==> config.mk <==
export PLATFORM = sky130hd
export DESIGN_NAME = frame_align_monitor
export DESIGN_NICKNAME = d
export VERILOG_FILES = /design/src/rtl/fam_pkg.sv /design/src/rtl/fam_pos_ctr.sv /design/src/rtl/fam_restore.sv /design/src/rtl/fam_mon.sv /design/src/rtl/frame_align_monitor.sv
export SDC_FILE = /design/constraint.sdc
export NUM_CORES = 1
export LEC_CHECK = 0
export CAP_MARGIN = 20
export CORE_MARGIN = 8
export CORE_UTILIZATION = 50
export CTS_BUF_LIST = sky130_fd_sc_hd__clkbuf_2
export DETAILED_ROUTE_END_ITERATION = 8
export HOLD_SLACK_MARGIN = 0.12
export PLACE_DENSITY = 0.77
export SYNTH_ARGS = -nofsm -noshare
export SYNTH_HDL_FRONTEND = slang
export SYNTH_SLANG_ARGS = --single-unit
export TNS_END_PERCENT = 1
==> constraint.sdc <==
create_clock -name clk_i -period 2.39 [get_ports clk_i]
set_input_delay 0.717 -clock clk_i [delete_from_list [all_inputs] [get_ports clk_i]]
set_output_delay 0.717 -clock clk_i [all_outputs]
set_load 0.05 [all_outputs]
==> src/rtl/fam_pkg.sv <==
package fam_pkg;
  localparam logic [7:0] CHAR_F = 8'hFC;
  localparam logic [7:0] CHAR_A = 8'h7C;

  typedef enum logic [1:0] {
    KIND_DATA,
    KIND_F,
    KIND_A,
    KIND_CTRL
  } oct_kind_e;

  function automatic oct_kind_e classify(input logic ctrl, input logic [7:0] oct);
    if (!ctrl)                return KIND_DATA;
    else if (oct == CHAR_F)   return KIND_F;
    else if (oct == CHAR_A)   return KIND_A;
    else                      return KIND_CTRL;
  endfunction
endpackage

==> src/rtl/fam_pos_ctr.sv <==
module fam_pos_ctr #(
  parameter int unsigned FRAME_LEN = 4,
  localparam int unsigned POS_W = $clog2(FRAME_LEN)
) (
  input  logic             clk_i,
  input  logic             rst_ni,
  input  logic             adv_i,
  input  logic             force_end_i,
  output logic [POS_W-1:0] pos_o,
  output logic             at_end_o
);
  localparam logic [POS_W-1:0] LAST = POS_W'(FRAME_LEN - 1);

  logic [POS_W-1:0] pos_q;

  assign pos_o    = pos_q;
  assign at_end_o = (pos_q == LAST);

  always_ff @(posedge clk_i or negedge rst_ni) begin
    if (!rst_ni) begin
      pos_q <= '0;
    end else if (adv_i) begin
      if (at_end_o || force_end_i) pos_q <= '0;
      else                         pos_q <= pos_q + 1'b1;
    end
  end
endmodule

==> src/rtl/fam_restore.sv <==
module fam_restore
  import fam_pkg::*;
(
  input  logic       clk_i,
  input  logic       rst_ni,
  input  oct_kind_e  kind_i,
  input  logic [7:0] data_i,
  input  logic       scram_en_i,
  input  logic       store_i,
  output logic [7:0] data_o
);
  logic [7:0] last_end_q;

  always_comb begin
    data_o = data_i;
    unique case (kind_i)
      KIND_F:  data_o = scram_en_i ? CHAR_F : last_end_q;
      KIND_A:  data_o = scram_en_i ? CHAR_A : last_end_q;
      default: data_o = data_i;
    endcase
  end

  // holds the restored value of the latest frame-end octet
  always_ff @(posedge clk_i or negedge rst_ni) begin
    if (!rst_ni)      last_end_q <= '0;
    else if (store_i) last_end_q <= data_o;
  end
endmodule

==> src/rtl/fam_mon.sv <==
module fam_mon #(
  parameter int unsigned POS_W = 2
) (
  input  logic             clk_i,
  input  logic             rst_ni,
  input  logic             mon_en_i,
  input  logic             align_i,
  input  logic [POS_W-1:0] pos_i,
  input  logic             at_end_i,
  output logic             misplaced_o,
  output logic             realign_o
);
  logic             cand_v_q;
  logic [POS_W-1:0] cand_pos_q;

  assign misplaced_o = mon_en_i && align_i && !at_end_i;
  assign realign_o   = misplaced_o && cand_v_q && (cand_pos_q == pos_i);

  always_ff @(posedge clk_i or negedge rst_ni) begin
    if (!rst_ni) begin
      cand_v_q   <= 1'b0;
      cand_pos_q <= '0;
    end else if (!mon_en_i) begin
      cand_v_q <= 1'b0;
    end else if (align_i) begin
      if (at_end_i || realign_o) begin
        cand_v_q <= 1'b0;
      end else begin
        cand_v_q   <= 1'b1;
        cand_pos_q <= pos_i;
      end
    end
  end
endmodule

==> src/rtl/frame_align_monitor.sv <==
module frame_align_monitor
  import fam_pkg::*;
#(
  parameter int unsigned FRAME_LEN = 4
) (
  input  logic       clk_i,
  input  logic       rst_ni,
  input  logic       valid_i,
  input  logic [7:0] data_i,
  input  logic       ctrl_i,
  input  logic       scram_en_i,
  input  logic       mon_en_i,
  output logic       valid_o,
  output logic [7:0] data_o,
  output logic       frame_end_o,
  output logic       realign_o,
  output logic       align_err_o
);
  localparam int unsigned POS_W = $clog2(FRAME_LEN);

  oct_kind_e        kind;
  logic             is_align;
  logic [POS_W-1:0] pos;
  logic             at_end;
  logic             misplaced;
  logic             realign;
  logic             eff_end;
  logic [7:0]       restored;

  assign kind     = classify(ctrl_i, data_i);
  assign is_align = valid_i && ((kind == KIND_F) || (kind == KIND_A));
  assign eff_end  = valid_i && (at_end || realign);

  fam_pos_ctr #(.FRAME_LEN(FRAME_LEN)) u_pos (
    .clk_i       (clk_i),
    .rst_ni      (rst_ni),
    .adv_i       (valid_i),
    .force_end_i (realign),
    .pos_o       (pos),
    .at_end_o    (at_end)
  );

  fam_restore u_restore (
    .clk_i      (clk_i),
    .rst_ni     (rst_ni),
    .kind_i     (kind),
    .data_i     (data_i),
    .scram_en_i (scram_en_i),
    .store_i    (eff_end),
    .data_o     (restored)
  );

  fam_mon #(.POS_W(POS_W)) u_mon (
    .clk_i       (clk_i),
    .rst_ni      (rst_ni),
    .mon_en_i    (mon_en_i),
    .align_i     (is_align),
    .pos_i       (pos),
    .at_end_i    (at_end),
    .misplaced_o (misplaced),
    .realign_o   (realign)
  );

  always_ff @(posedge clk_i or negedge rst_ni) begin
    if (!rst_ni) begin
      valid_o     <= 1'b0;
      data_o      <= '0;
      frame_end_o <= 1'b0;
      realign_o   <= 1'b0;
      align_err_o <= 1'b0;
    end else begin
      valid_o     <= valid_i;
      frame_end_o <= eff_end;
      realign_o   <= realign;
      align_err_o <= misplaced;
      if (valid_i) data_o <= restored;
    end
  end
endmodule

## Word level (Yosys, flattened, before mapping)

Cells that the tools add are included.

| storage, ports and cells | value |
|---|---|
| flip-flop bits (word level) | 25 |
| input bits | 14 |
| output and inout bits | 12 |
| logic and storage cells | 38 |

| operators by class | value |
|---|---|
| $add $sub $neg | 1 |
| equal/unequal tests | 7 |
| mux-type cells | 10 |
| bitwise operators | 1 |
| reduce and logical (&&, ||, !) cells | 10 |

Operators with widths:

| kind | number |
|---|---|
| two-way mux 8 bit | 2 |
| one-hot mux 8 bit (2 select lines) | 1 |
| == test 8 x 7 -> 1 bit (second input constant) | 1 |
| == test 8 bit (second input constant) | 1 |
| logical AND 1 bit | 6 |
| two-way mux 2 bit | 3 |
| == test 2 bit (second input constant) | 2 |
| two-way mux 1 bit | 4 |
| AND reduction 3 bit | 1 |
| adder 2 x 1 -> 2 bit (second input constant) | 1 |
| == test 2 x 1 -> 1 bit (second input constant) | 1 |
| == test 2 bit | 1 |
| logical OR 1 bit | 2 |
| != test 2 x 1 -> 1 bit (second input constant) | 1 |
| zero test 1 bit | 1 |
| NOT 1 bit | 1 |

## Logic depth before layout (Yosys ltp)

Gate-level depths: netlist of run 1.

| logic depth | value |
|---|---|
| word-level depth | 15 |
| mapped depth | 9 |
| depth with buffers taken out | 9 |

## Cells and area by module

A second synthesis of run 1 with hierarchy kept.

| unflattened totals | value |
|---|---|
| cell total of the unflattened synthesis | 122 |
| area, all modules | 1292.5 sq um |

By module, submodules not included:

| module | instances | cells an instance | area an instance (sq um) | seq. area each (sq um) |
|---|---|---|---|---|
| fam_restore | 1 | 69 | 545.5 | 200.2 |
| frame_align_monitor | 1 | 30 | 474.2 | 300.3 |
| fam_mon | 1 | 14 | 175.2 | 75.1 |
| fam_pos_ctr | 1 | 9 | 97.6 | 50.0 |

## Worst setup path before layout of run 1

No wires, ideal clock.

| timing | value |
|---|---|
| path type | input -> register |
| start | input data_i[1] |
| end | register u_restore.last_end_q[3] |
| library setup time | 0.133 ns |
| arrival time | 2.633 ns |
| required time | 2.257 ns |
| setup slack | -0.375 ns |
| stages | 8 |
| path buffers | 1 |
| cells stage by stage | or3b_4 -> o31ai_1 -> ha_1 -> and4bb_2 -> nand4_1 -> buf_2 -> a21oi_1 -> a2bb2oi_1 |

| on the way | value |
|---|---|
| longest elaborated chain between the ends | 13 |
| elaborated cells between the ends (all ways) | 16 |
| classes of those cells | eq/ne (4); mux (4); reduce/logical (8) |

RTL lines:

| what | RTL line | source |
|---|---|---|
| start, declared | frame_align_monitor.sv:9 | `input logic [7:0] data_i,` |
| == test 8 x 7 -> 1 bit | fam_pkg.sv:15 | `else if (oct == CHAR_A) return KIND_A;` |
| two-way mux 1 bit | fam_pkg.sv:15 |  |
| two-way mux 2 bit * | fam_pkg.sv:14 | `else if (oct == CHAR_F) return KIND_F;` |
| two-way mux 2 bit * | fam_pkg.sv:13 | `if (!ctrl) return KIND_DATA;` |
| == test 2 x 1 -> 1 bit / == test 2 bit (equally long branches) | frame_align_monitor.sv:31 | `assign is_align = valid_i && ((kind == KIND_F) \|\| (kind == KIND_A));` |
| logical OR 1 bit * | frame_align_monitor.sv:31 |  |
| logical AND 1 bit * | frame_align_monitor.sv:31 |  |
| logical AND 1 bit * (2 in series) | fam_mon.sv:16 | `assign misplaced_o = mon_en_i && align_i && !at_end_i;` |
| via misplaced | frame_align_monitor.sv:25 | `logic misplaced;` |
| logical AND 1 bit * (2 in series) | fam_mon.sv:17 | `assign realign_o = misplaced_o && cand_v_q && (cand_pos_q == pos_i);` |
| logical OR 1 bit * | frame_align_monitor.sv:32 | `assign eff_end = valid_i && (at_end \|\| realign);` |
| logical AND 1 bit * | frame_align_monitor.sv:32 |  |
| end signal, assigned | fam_restore.sv:26 | `else if (store_i) last_end_q <= data_o;` |
| end, declared | fam_restore.sv:12 | `logic [7:0] last_end_q;` |

The timed path passes the listed nets; every way through them passes the cells marked *.
A chain may end at the register's enable or synchronous reset.

## Final worst setup path of run 1

| timing | value |
|---|---|
| start | input data_i[1] |
| end | register u_restore.last_end_q[0] |

The elaborated chain is that of the path after synthesis.

==> results by group, run 1 <==
Drt
  – First-pass iteration count of the detailed router: 4
  – Post-DR wirelength/cell: roughly 17 µm
  – Vias per cell: 5.78
  – Via Count: 1110
  – Residual DRC: 0
  – Post-Route WL: 3240 µm
  – Initial DRC Count: 58
  – Post-route ant nets: 0

Die
  – Die area: approximately 4200 µm²
  – Core Footprint: 2230 µm²
  – Die Wd: 64.7 µm
  – Die H: 64.7 µm
  – Row cnt: 17
  – Io pins: 26
  – Initial Util: 53.1%

GRT
  – Largest net degree at the start of global routing: 26
  – Number of global-route vias before repair: ~1200
  – Antenna violations before repair: 0
  – First-pass GRT wire length: 5250 µm
  – Gr ovfl total: 0
  – GRT Overall Usage: between 15 and 20%

Worst setup path
  – Worst-path cell chain: buf_6, or3b_4, o31ai_2, ha_1, and4bb_2, nand4_1, buf_6, a22oi_2, o22ai_1
  – Most frequent CP cell: buf_6
  – CP max FO: 8
  – Crit path DAT: 2.68 ns
  – FF-to-FF setup slack: about 0.61 ns
  – Crit-path slowest cell: or3b_4
  – Worst Path Buf+Inv: 2
  – CP Launch Type: primary input
  – Worst path required time: 2.64 ns
  – Crit path max-delay family: simple AND/OR/NAND/NOR gates
  – Crit Path Category: in -> reg
  – CP Capture Type: flop
  – Largest stage delay, worst path: between 0.4 and 0.5 ns

Worst hold path
  – Worst Hold Class: reg -> reg

Finish
  – Area Growth Syn to Fin: 43.1%
  – Most common cell after layout, fill and taps aside: dfrtp_1
  – Commonest cells after routing, fill and taps aside: dfrtp_1, buf_4, clkdlybuf4s50_1, nor2_1, nand2_1
  – Final Instance Area: 1700 µm²
  – Post-Layout Cell Count: approximately 190
  – Layout cells sized above 1: between 30% and 40%
  – Diodes inserted: 0
  – Post-layout util: 75.9%
  – Final Net Count: between 150 and 200

Flow run
  – Max_cap viols: 0

Place
  – PortBufs: 25
  – Placed cells: 182
  – GP Congestion: 0.874
  – Area after DPL: 1620 µm²
  – Post-DP HPWL: 2290 µm

STA
  – Worst Tran Pin Value: 0.506 ns
  – Tmin final: between 2 and 2.5 ns
  – TNS Setup: -0.287 ns
  – Crit share post-route: 102%
  – RSZ-0062 raised after global routing: true
  – Max Clock Skew: around 0.024 ns
  – Relative slew margins: 66.2%
  – Worst hold slack: 0.548 ns
  – Max Clk Rate: 412 MHz
  – Fin. Hold Viols: 0
  – # setup viols final: 11
  – Final worst slack: -0.0381 ns
  – Slew Limit Fails: 0

Synth
  – Commonest register cell after synthesis: dfrtp_1
  – Post-synth EDFFs: 0
  – Yosys reg bits: 25
  – Yosys cell types: 29
  – Synthesized instance count: 113
  – Fraction of registers with async set/reset: 100%
  – Cell area after synthesis: around 1200 µm²
  – Avg Cell Area, Syn: approximately 10 µm²
  – Seq/Total Area, Yosys: 52.8%
  – Total nets after synthesis: 129
  – Yosys Warn Count: 0

Status
  – Failing checks: setup timing
  – Status: finished with violations

Clocking
  – TritonCTS clock tree: done
  – Number of buffers created by CTS: 3
  – Root buffer cell: clkbuf_2
  – Worst skew pair latency: ~0.36 ns
  – CTS clk-pin slew, worst paths: about 0.24 ns
  – H-Tree Depth: 1
  – Clock sinks: 25
  – CTS max path bufs: 2
  – Cts hold-fix bufs: 0

Pwr
  – VDD IR max: 687 µV
  – Pleak: 0.000785 µW
  – Power Density: 787 nW/µm²
-- cells in the mapped netlist, drive strengths merged, types with 2 or more instances --
| cell | n | area share, % |
|---|---|---|
| a21oi | 3 | 1.3 |
| a22oi | 6 | 3.8 |
| a2bb2oi | 6 | 4.4 |
| a31oi | 7 | 3.7 |
| clkbuf | 3 | 0.95 |
| dfrtp | 25 | 53 |
| ha | 2 | 2.1 |
| inv | 6 | 1.9 |
| mux2 | 2 | 1.9 |
| nand2 | 10 | 3.2 |
| nand2b | 3 | 1.6 |
| nand3 | 2 | 0.84 |
| nand4 | 2 | 1.1 |
| nand4b | 2 | 1.5 |
| nor2 | 12 | 3.8 |
| o21ai | 6 | 2.5 |
| o22ai | 2 | 1.1 |
| xnor2 | 3 | 2.2 |
-- flip-flops by register name (all words and copies together) (netlist names), 2 cells and up --
register              count
u_mon.cand_pos_q          2
u_restore.last_end_q      8
u_pos.pos_o               2
data_o                    8
-- report_power, final --
part | internal (µW) | switching (µW)
clock network | 44.2 | 125
logic | 261 | 270
registers | 549 | 86.2
total | 854 | 481
-- final cells by class --
cell class / count / area, µm²
Sequential cell: 25 / 626
Inverter: 6 / 22.5
Timing Repair Buffer: 51 / 428
Tap cell: 28 / 35.0
Clock buffer: 4 / 20.0
Fill cell: 146 / 538
Multi-Input combinational cell: 78 / 564
-- layer usage --
metal  up-vias  track usage, %  share of wire [%]
met3         6            4.47                7.9
met2        41            25.1                 48
met1       547            18.9                 42
li1        516               -                  -
met4         0            8.72                2.0
met5         -               0                  0
-- path summary, 6_finish.rpt --
check                                                     from                                  end  cells past startpoint
setup / recovery                                     data_i[1]  u_restore.last_end_q[0]$_DFFE_PN0P_                      9
hold / removal             u_restore.last_end_q[1]$_DFFE_PN0P_  u_restore.last_end_q[1]$_DFFE_PN0P_                      2
setup reg to reg                    u_pos.pos_o[0]$_DFFE_PN0P_  u_restore.last_end_q[0]$_DFFE_PN0P_                      6
hold reg to reg            u_restore.last_end_q[1]$_DFFE_PN0P_  u_restore.last_end_q[1]$_DFFE_PN0P_                      2
max in group asynchronous                               rst_ni           u_mon.cand_v_q$_DFFE_PN0P_                      2
min in group asynchronous                               rst_ni  u_restore.last_end_q[1]$_DFFE_PN0P_                      2
-- worst register-to-register path: stages (launching register included) --
cell and delay [ns]:
dfrtp_1 0.48, ha_1 0.24, and4bb_2 0.30, nand4_1 0.17, buf_6 0.21, a22oi_2 0.19
o22ai_1 0.10
-- through the flow --
step,total power [µW],setup slack (ns)
after detailed placement,1150,-0.962
final,1330,-0.0381
after global placement,1130,-0.851
after floorplan,962,-0.309
after global routing,1410,-0.105
after CTS,1340,-0.00650
-- cell families (layout without fill, tap and decap cells) --
| group | after synthesis | in the layout | share of synthesized area (%) |
|---|---|---|---|
| buf+inv | 10 | 61 | 3.27 |
| flops | 25 | 25 | 52.8 |
| simple gates | 36 | 36 | 15.4 |
| mux | 3 | 3 | 2.75 |
| xor+xnor | 3 | 3 | 2.22 |
| fa+ha+maj | 2 | 2 | 2.11 |
| compound gates | 34 | 34 | 21.4 |
-- what timing repair did --
action	4_1_cts	5_1_grt
pin swaps	11	2
endpoints found under the setup margin	23	16
gates cloned	1	0
buffers inserted	5	0
resized for setup	33	5
Power figures use the tool's default switching activity.
==> inputs of run 2 (changes only) <==
--- a/config.mk
+++ b/config.mk
@@ -8,7 +8,7 @@
 export CAP_MARGIN = 20
 export CORE_MARGIN = 8
 export CORE_UTILIZATION = 50
-export CTS_BUF_LIST = sky130_fd_sc_hd__clkbuf_2
+export CTS_BUF_LIST = sky130_fd_sc_hd__clkbuf_4 sky130_fd_sc_hd__clkbuf_8
 export DETAILED_ROUTE_END_ITERATION = 8
 export HOLD_SLACK_MARGIN = 0.12
 export PLACE_DENSITY = 0.77
==> run 2 against run 1 <==
Against the previous run: the run still ends with setup timing left; design area grew 5.1%; sequential share of layout area down 1.8 points; global-route usage up 0.57 points; sequential power is essentially flat; setup slack got worse by 0.053 ns; register-to-register slack barely moved; utilization grew 3.9 points; critical path depth did not move; non-clock buffer count rose by 3; largest cell class unchanged; largest power group unchanged.
==> results by group, run 2 (synthesis results as in run 1) <==
Finish
  – Final Instance Area: 1780 µm² (was 1700 µm²)
  – Area Growth Syn to Fin: 50.4% (was 43.1%)
  – Layout cells sized above 1: 35.3% (was 31.7%)
  – Post-Layout Cell Count: 195 (was 192)
  – Largest registers: data_o: 8 flops, u_restore.last_end_q: 8 flops (unchanged)
  – Diodes inserted: 0 (unchanged)
  – Commonest cells after routing, fill and taps aside: dfrtp_1, buf_4, clkdlybuf4s50_1, nor2_1, nand2_1 (unchanged)
  – Final Net Count: 184 (was 181)

Place
  – Placed cells: 182 (unchanged)
  – PortBufs: 25 (unchanged)
  – GP Congestion: 0.874 (unchanged)
  – Post-DP HPWL: 2290 µm (unchanged)
  – Area after DPL: 1620 µm² (unchanged)

Worst setup path
  – Worst Path Buf+Inv: 2 (unchanged)
  – CP Launch Type: primary input (unchanged)
  – Crit-path slowest cell: or3b_4 (unchanged)
  – Worst-path cell chain: buf_6, or3b_4, o31ai_2, ha_1, and4bb_2, nand4_1, buf_6, a22oi_1, a2bb2oi_1 (was buf_6, or3b_4, o31ai_2, ha_1, and4bb_2, nand4_1, buf_6, a22oi_2, o22ai_1)
  – CP Capture Type: flop (unchanged)
  – CP max FO: 8 (unchanged)
  – Reg-to-reg endpoint: u_restore.last_end_q[2]$_DFFE_PN0P_ (was u_restore.last_end_q[0]$_DFFE_PN0P_)
  – Crit Path Category: in -> reg (unchanged)
  – Largest stage delay, worst path: 0.40 ns (was 0.42 ns)
  – FF-to-FF setup slack: 0.60 ns (was 0.61 ns)
  – Most frequent CP cell: buf_6 (unchanged)
  – Worst R2R Start: u_pos.pos_o[0]$_DFFE_PN0P_ (unchanged)
  – Worst path required time: 2.65 ns (was 2.64 ns)
  – Crit path DAT: 2.74 ns (was 2.68 ns)
  – Depth of the most critical reg-to-reg path: 6 (unchanged)
  – Crit path max-delay family: simple AND/OR/NAND/NOR gates (unchanged)

Status
  – Status: finished with violations (unchanged)
  – Failing checks: setup timing (unchanged)

STA
  – Final worst slack: -0.0911 ns (was -0.0381 ns)
  – Tmin final: 2.48 ns (was 2.43 ns)
  – Max Clk Rate: 403 MHz (was 412 MHz)
  – Crit share post-route: 104% (was 102%)
  – Slew Limit Fails: 0 (unchanged)
  – TNS Setup: -0.676 ns (was -0.287 ns)
  – RSZ-0062 raised after global routing: true (unchanged)
  – # setup viols final: 11 (unchanged)
  – Relative slew margins: 66.2% (about the same)
  – Worst hold slack: 0.547 ns (was 0.548 ns)
  – Fin. Hold Viols: 0 (unchanged)
  – Max Clock Skew: 0.0123 ns (was 0.0242 ns)
  – Worst Tran Pin Value: 0.505 ns (was 0.506 ns)

Die
  – Io pins: 26 (unchanged)
  – Die Wd: 64.7 µm (unchanged)
  – Die area: 4180 µm² (unchanged)
  – Die H: 64.7 µm (unchanged)
  – Initial Util: 53.1% (unchanged)
  – Core Footprint: 2230 µm² (unchanged)
  – Row cnt: 17 (unchanged)

Pwr
  – Pleak: 0.000807 µW (was 0.000785 µW)
  – Power Density: 788 nW/µm² (was 787 nW/µm²)
  – Seq pwr share: 45.5% (was 47.6%)
  – Internal power: 907 µW (was 854 µW)
  – Sw frac: 35.4% (was 36.0%)
  – P_sw: 497 µW (was 481 µW)
  – Logic pwr share: 40.1% (was 39.8%)
  – Clock Power Share: 14.4% (was 12.7%)
  – VDD IR max: 696 µV (was 687 µV)

Clocking
  – H-Tree Depth: 1 (unchanged)
  – Root buffer cell: clkbuf_4 (was clkbuf_2)
  – Clock sinks: 25 (unchanged)
  – Number of buffers created by CTS: 3 (unchanged)
  – TritonCTS clock tree: done (unchanged)
  – CTS max path bufs: 2 (unchanged)
  – CTS clk-pin slew, worst paths: 0.14 ns (was 0.24 ns)
  – Cts hold-fix bufs: 0 (unchanged)
  – Worst skew pair latency: 0.33 ns (was 0.36 ns)

GRT
  – GRT Overall Usage: 16.4% (was 15.8%)
  – First-pass GRT wire length: 5480 µm (was 5250 µm)
  – Antenna violations before repair: 0 (unchanged)
  – Largest net degree at the start of global routing: 26 (unchanged)
  – Gr ovfl total: 0 (unchanged)
  – Number of global-route vias before repair: 1163 (was 1159)

Worst hold path
  – Worst-case hold path end point: data_o[2]$_DFFE_PN0P_ (was u_restore.last_end_q[1]$_DFFE_PN0P_)
  – Worst hold start: data_o[2]$_DFFE_PN0P_ (was u_restore.last_end_q[1]$_DFFE_PN0P_)
  – Worst Hold Class: reg -> reg (unchanged)
  – Cells on Worst Hold Path: 2 (unchanged)

Drt
  – Via Count: 1125 (was 1110)
  – Post-DR wirelength/cell: 17.5 µm (was 16.9 µm)
  – Post-Route WL: 3400 µm (was 3240 µm)
  – Post-route ant nets: 0 (unchanged)
  – Residual DRC: 0 (unchanged)
  – First-pass iteration count of the detailed router: 4 (unchanged)
  – Initial DRC Count: 68 (was 58)
  – Vias per cell: 5.77 (was 5.78)

Flow run
  – Max_cap viols: 0 (unchanged)
run 2: changes by cell type in the layout (fill, tap and decap cells not counted):
cell,change
buf_6,+3
dlygate4sd2_1,-1
a22oi_1,-2
clkdlybuf4s15_2,+4
buf_4,+1
inv_2,-1
clkbuf_2,-7
inv_4,+1
clkbuf_4,+4
a2bb2oi_1,-1
a22oi_2,+2
buf_2,-1
a2bb2oi_2,+1
run 2: worst max-delay path by stage:
stage | startpoint | endpoint | slack, ns | cells past startpoint
final | data_i[1] | u_restore.last_end_q[2]$_DFFE_PN0P_ | -0.09 | 9
after CTS | data_i[1] | u_restore.last_end_q[7]$_DFFE_PN0P_ | -0.03 | 8
after global routing | data_i[1] | u_restore.last_end_q[0]$_DFFE_PN0P_ | -0.12 | 9
after global placement | data_i[5] | data_o[2]$_DFFE_PN0P_ | -0.85 | 9
after floorplan | data_i[0] | u_restore.last_end_q[7]$_DFFE_PN0P_ | -0.31 | 7
after detailed placement | data_i[5] | u_restore.last_end_q[6]$_DFFE_PN0P_ | -0.96 | 9
run 2: stage by stage:
step / worst slack, ns / utilization (%) / total power (µW)
after floorplan: -0.309 / - / 962
after CTS: -0.0321 / 77.9 / 1380
after detailed placement: -0.962 / 72.3 / 1150
final: -0.0911 / 79.8 / 1400
after global routing: -0.122 / 79.8 / 1480
after global placement: -0.851 / 72.3 / 1130
run 2: what timing repair did:
action                     CTS  global route
setup buffers                6             2
gates resized for setup     38             9
setup endpoints to repair   23            18
gates cloned                 1             0
pin swaps                   10            12
run 2: layout make-up:
cell class | count | area, µm²
Clock buffer | 4 | 30.0
Fill cell | 130 | 452
Inverter | 6 | 25.0
Multi-Input combinational cell | 78 | 581
Sequential cell | 25 | 626
Tap cell | 28 | 35.0
Timing Repair Buffer | 54 | 485
run 2: worst register-to-register path, delay by kind of cell, from the launching register on:
family                     cells  cell delay (ns)
AOI/OAI and AO/OA              2             0.35
and+or+nand+nor                2             0.48
buffers and inverters          1             0.21
adders and majority gates      1             0.25
DFF                            1             0.45
run 2: metal layers:
layer  up-vias  share of wire [%]  global-route usage, %
met2        53                 48                   26.7
met1       543                 41                   19.9
met5         -                  0                      0
met4         0                1.4                   5.45
li1        520                  -                      -
met3         9                9.5                   5.33
run 2: power by group through the flow:
| stage | clock, µW | sequential [µW] | combinational, µW |
|---|---|---|---|
| 3_5_place_dp | 0 | 639 | 512 |
| 6_report | 202 | 638 | 563 |
| 2_1_floorplan | 0 | 707 | 255 |
| 4_1_cts | 206 | 633 | 537 |
| 5_1_grt | 226 | 653 | 602 |
| 3_3_place_gp | 0 | 633 | 495 |
